[src/rtl/pic_pkg.sv]
package pic_pkg;

  typedef enum logic [2:0] {
    CMD_NOP       = 3'd0,
    CMD_ALLOW_SET = 3'd1,
    CMD_ALLOW_CLR = 3'd2,
    CMD_PEND_CLR  = 3'd3,
    CMD_GLOBAL_ON = 3'd4,
    CMD_GLOBAL_OFF= 3'd5
  } pic_cmd_e;

  // Index of the lowest set bit among the first n bits; n-1 when none is set.
  function automatic int first_set(input logic [31:0] v, input int n);
    int r;
    r = n - 1;
    for (int i = n - 1; i >= 0; i--) begin
      if (v[i]) r = i;
    end
    return r;
  endfunction

endpackage

[src/rtl/pic_src_bank.sv]
module pic_src_bank #(
  parameter int N = 4
) (
  input  logic         clk,
  input  logic         rst_n,
  input  logic [N-1:0] req,
  input  logic [2:0]   cmd,
  input  logic [N-1:0] bits,
  output logic [N-1:0] pend,
  output logic [N-1:0] allow
);
  import pic_pkg::*;

  logic clr_pend, set_allow, clr_allow;
  assign clr_pend  = (cmd == CMD_PEND_CLR);
  assign set_allow = (cmd == CMD_ALLOW_SET);
  assign clr_allow = (cmd == CMD_ALLOW_CLR);

  for (genvar k = 0; k < N; k++) begin : g_src
    always_ff @(posedge clk or negedge rst_n) begin
      if (!rst_n) begin
        pend[k]  <= 1'b0;
        allow[k] <= 1'b0;
      end else begin
        if (req[k])                    pend[k] <= 1'b1;
        else if (clr_pend && bits[k])  pend[k] <= 1'b0;
        if (set_allow && bits[k])      allow[k] <= 1'b1;
        else if (clr_allow && bits[k]) allow[k] <= 1'b0;
      end
    end
  end

endmodule

[src/rtl/pic_prio_enc.sv]
module pic_prio_enc #(
  parameter int N  = 4,
  parameter int CW = $clog2(N)
) (
  input  logic [N-1:0]  live,
  output logic          ist,
  output logic [CW-1:0] code
);
  import pic_pkg::*;

  assign ist  = |live;
  assign code = CW'(first_set(32'(live), N));

endmodule

[src/rtl/pic_gate.sv]
module pic_gate #(
  parameter int             CW       = 2,
  parameter int             VEC_W    = 8,
  parameter logic [VEC_W-1:0] VEC_BASE = 8'hA0
) (
  input  logic             clk,
  input  logic             rst_n,
  input  logic [2:0]       cmd,
  input  logic             ack,
  input  logic             ist,
  input  logic [CW-1:0]    code,
  output logic             gen,
  output logic             irq,
  output logic [VEC_W-1:0] vec,
  output logic             vec_oe
);
  import pic_pkg::*;

  always_ff @(posedge clk or negedge rst_n) begin
    if (!rst_n)                     gen <= 1'b0;
    else if (ack)                   gen <= 1'b0;
    else if (cmd == CMD_GLOBAL_ON)  gen <= 1'b1;
    else if (cmd == CMD_GLOBAL_OFF) gen <= 1'b0;
  end

  assign irq    = gen & ist;
  assign vec_oe = ack;
  assign vec    = ack ? {VEC_BASE[VEC_W-1:CW], code} : '0;

endmodule

[src/rtl/pic_ctrl.sv]
module pic_ctrl #(
  parameter int               N        = 4,
  parameter int               VEC_W    = 8,
  parameter logic [VEC_W-1:0] VEC_BASE = 8'hA0
) (
  input  logic             clk,
  input  logic             rst_n,
  input  logic [N-1:0]     req_i,
  input  logic [2:0]       cmd_i,
  input  logic [N-1:0]     cmd_bits_i,
  input  logic             int_ack_i,
  output logic             int_o,
  output logic [VEC_W-1:0] vec_o,
  output logic             vec_oe_o
);
  localparam int CW = $clog2(N);

  logic [N-1:0]  pend, allow, live;
  logic          ist, gen;
  logic [CW-1:0] code;

  pic_src_bank #(.N(N)) u_bank (
    .clk(clk), .rst_n(rst_n), .req(req_i), .cmd(cmd_i), .bits(cmd_bits_i),
    .pend(pend), .allow(allow)
  );

  assign live = pend & allow;

  pic_prio_enc #(.N(N), .CW(CW)) u_enc (
    .live(live), .ist(ist), .code(code)
  );

  pic_gate #(.CW(CW), .VEC_W(VEC_W), .VEC_BASE(VEC_BASE)) u_gate (
    .clk(clk), .rst_n(rst_n), .cmd(cmd_i), .ack(int_ack_i), .ist(ist),
    .code(code), .gen(gen), .irq(int_o), .vec(vec_o), .vec_oe(vec_oe_o)
  );

endmodule

[config.mk]
export PLATFORM = sky130hd
export DESIGN_NAME = pic_ctrl
export DESIGN_NICKNAME = d
export VERILOG_FILES = /design/src/rtl/pic_pkg.sv /design/src/rtl/pic_src_bank.sv /design/src/rtl/pic_prio_enc.sv /design/src/rtl/pic_gate.sv /design/src/rtl/pic_ctrl.sv
export SDC_FILE = /design/constraint.sdc
export NUM_CORES = 1
export LEC_CHECK = 0
export BUFFER_PORTS_ARGS = -buffer_cell sky130_fd_sc_hd__buf_2
export CORE_MARGIN = 10
export CORE_UTILIZATION = 35
export CTS_CLUSTER_DIAMETER = 40
export DETAILED_ROUTE_END_ITERATION = 10
export PLACE_DENSITY_LB_ADDON = 0.08
export REMOVE_ABC_BUFFERS = 1
export SLEW_MARGIN = 20
export SYNTH_ARGS = -nofsm -noshare
export SYNTH_HDL_FRONTEND = slang
export SYNTH_SLANG_ARGS = --single-unit
[constraint.sdc]
create_clock -name clk -period 0.85 [get_ports clk]
set_input_delay 0.085 -clock clk [delete_from_list [all_inputs] [get_ports clk]]
set_output_delay 0.085 -clock clk [all_outputs]
set_load 0.01 [all_outputs]
==> impl_metrics.json <==
{
  "whs_ns": 0.0176,
  "hold_class": "in2reg",
  "cpPeakStageDelay_ns": 0.39,
  "h-tree-depth": 1,
  "io_buffer_count": 19,
  "tritoncts": "done",
  "dp_slack_ns": -0.0850,
  "syn_to_final_growth_pct": 39.5,
  "num_io_pins": 24,
  "antenna_found_initial": 0,
  "drtPass1Iterations": 2,
  "initial_utilization_pct": 37.2,
  "p_total_mw": 1.11,
  "rsz0062_at_grt": "true",
  "grt_pass1_vias": 488,
  "worstPathCellList": "nand2_2, nand2_2, a31oi_1, buf_2",
  "cts_buffer_depth": 2,
  "core_um2": 1320,
  "required_ns": 0.76,
  "violations": "negative setup slack",
  "die_area_um2": 3300,
  "yosys_warnings": 0,
  "place_hpwl_um": 1010,
  "fin_nets": 96,
  "die_x_um": 57.4,
  "drtIter0Drc": 3,
  "fillers": 124,
  "drive_above_1_share_pct": 39.5,
  "setup_ws_ns": -0.337,
  "cts_root_buf": "clkbuf_4",
  "clk_pin_slew_ns": 0.07,
  "design_area_um2": 684,
  "yosysSeqAreaShare_pct": 45.9,
  "grt_max_degree": 11,
  "grt_overflow_total": 0,
  "syn_area_um2": 490,
  "crit_path_frequent_cell": "nand2_2",
  "leakage_nw": 0.321,
  "timing.final.crit_period_ns": 1.19,
  "final_cell_mix": "19 x buf_2, 9 x dfrtp_1, 6 x buf_4",
  "crit_buf_inv": 1,
  "die_h_um": 57.4,
  "wl_per_cell_um": 13.4,
  "drv_cap": 0,
  "hold_viol": 0,
  "maxSlewViolCount": 0,
  "cts_inserted_buffers": 3,
  "row_count": 13,
  "cp-end-kind": "output pin",
  "viasPerCell": 4.90,
  "p_per_area_nw_per_um2": 1620,
  "seq_area_um2": 225,
  "worstPathMaxFanout": 2,
  "skew_ns": 0,
  "vias": 470,
  "final_cells": 96,
  "finalSetupViolCount": 4,
  "ant_nets": 0,
  "grt_pass1_wl_um": 2110,
  "placedInstanceArea_um2": 589,
  "postSynthCellCount": 52,
  "wl_um": 1290,
  "placedCellCount": 86,
  "antenna_cells": 0,
  "worst_ep_arrival_time_ns": 1.10,
  "gp_congestion": 0.739,
  "fmax_mhz": 843,
  "ys_types": 15,
  "avgSynthCellArea_um2": 9.43,
  "path_class": "reg2out",
  "peakVddDrop_v": 0.000744,
  "ys_seq_elements": 9,
  "multi_input_comb_area_um2": 211,
  "drc_errors": 0,
  "clk-insertion-delay-late_ns": 0.27,
  "outcome": "finished, violations left",
  "critical-path-slowest-cell": "dfrtp_1",
  "final_common_cell": "buf_2",
  "grt_usage_pct": 8.14,
  "period_share_pct": 140,
  "critPathLaunchType": "flip-flop",
  "cpLargestDelayFamily": "flip-flops",
  "clock_sinks": 9
}
[through the flow]
| step | TNS [ns] | utilization [%] |
|---|---|---|
| after floorplan | 0 | - |
| after global routing | -1.21 | 51.9 |
| final | -1.01 | 51.9 |
| after CTS | -1.03 | 51.6 |
| after detailed placement | -0.164 | 44.7 |
| after global placement | -0.163 | 44.7 |
[final timing paths]
kind / cells past startpoint / start / slack (ns) / to
min: 2 / int_ack_i / 0.02 / u_gate.gen
min in group asynchronous: 2 / rst_n / 0.19 / u_bank.allow[2]
max: 4 / u_bank.pend[0] / -0.34 / vec_o[0]
min reg2reg: 1 / u_bank.pend[1] / 0.52 / u_bank.pend[1]
max reg2reg: 3 / u_bank.pend[0] / -0.06 / u_bank.pend[0]
max in group asynchronous: 2 / rst_n / 0.49 / u_bank.allow[1]
[timing repair]
action	CTS	global route
pin swaps	3	2
hold endpoints to repair	13	0
gates cloned	0	0
endpoints found under the setup margin	3	5
buffers inserted	1	1
gates resized for setup	1	3
hold buffers	5	0
[worst reg2reg max path: stages, from the launching register on]
cell and delay, ns:
dfrtp_1 0.39, buf_4 0.14, buf_4 0.12, a21o_1 0.16
[Yosys cell counts]
library cell / number / area share [%]
buf_6: 1 / 2.3
dfrtp_1: 9 / 46
a31oi_1: 2 / 2.6
a22oi_1: 1 / 1.5
or3_1: 1 / 1.3
nand2b_1: 4 / 5.1
nand4_1: 4 / 5.1
buf_4: 7 / 11
a21oi_1: 2 / 2.0
conb_1: 1 / 0.76
o31ai_1: 4 / 6.1
inv_1: 3 / 2.3
a21o_1: 4 / 6.1
o21ai_0: 5 / 5.1
nand2_1: 4 / 3.1
[where the power goes]
group          internal [mW]  switching (mW)
Combinational          0.127           0.128
Clock                  0.174           0.174
Sequential             0.474          0.0304
[sequential cells by signal, indices dropped and copies added, names as in the netlist]
register,cells
u_bank.allow,4
u_bank.pend,4
u_gate.gen,1
[routing by layer]
layer	track usage, %	vias to the layer above	wire length [um]
li1	-	235	-
met1	8.92	207	579
met2	11.3	23	525
met3	5.97	5	160
met4	4.03	0	21
met5	0	-	0
[cell type report]
cell class / instances / share of cell area, %
inverters: 3 / 1.65
clock inverters: 1 / 0.731
well taps: 15 / 2.74
multi-input cells: 35 / 30.9
clock buffers: 3 / 3.29
repair buffers: 30 / 27.8
flip-flops and latches: 9 / 32.9
[logic make-up (layout without fill, tap and decap cells)]
group	count (synthesis)	after routing	synth area share, %
DFF	9	9	45.9
and+or+nand+nor	13	13	14.5
AOI/OAI and AO/OA	18	18	23.5
other	1	4	0.765
buffers and inverters	11	37	15.3
Note: power is estimated with default switching activity, not from simulation.
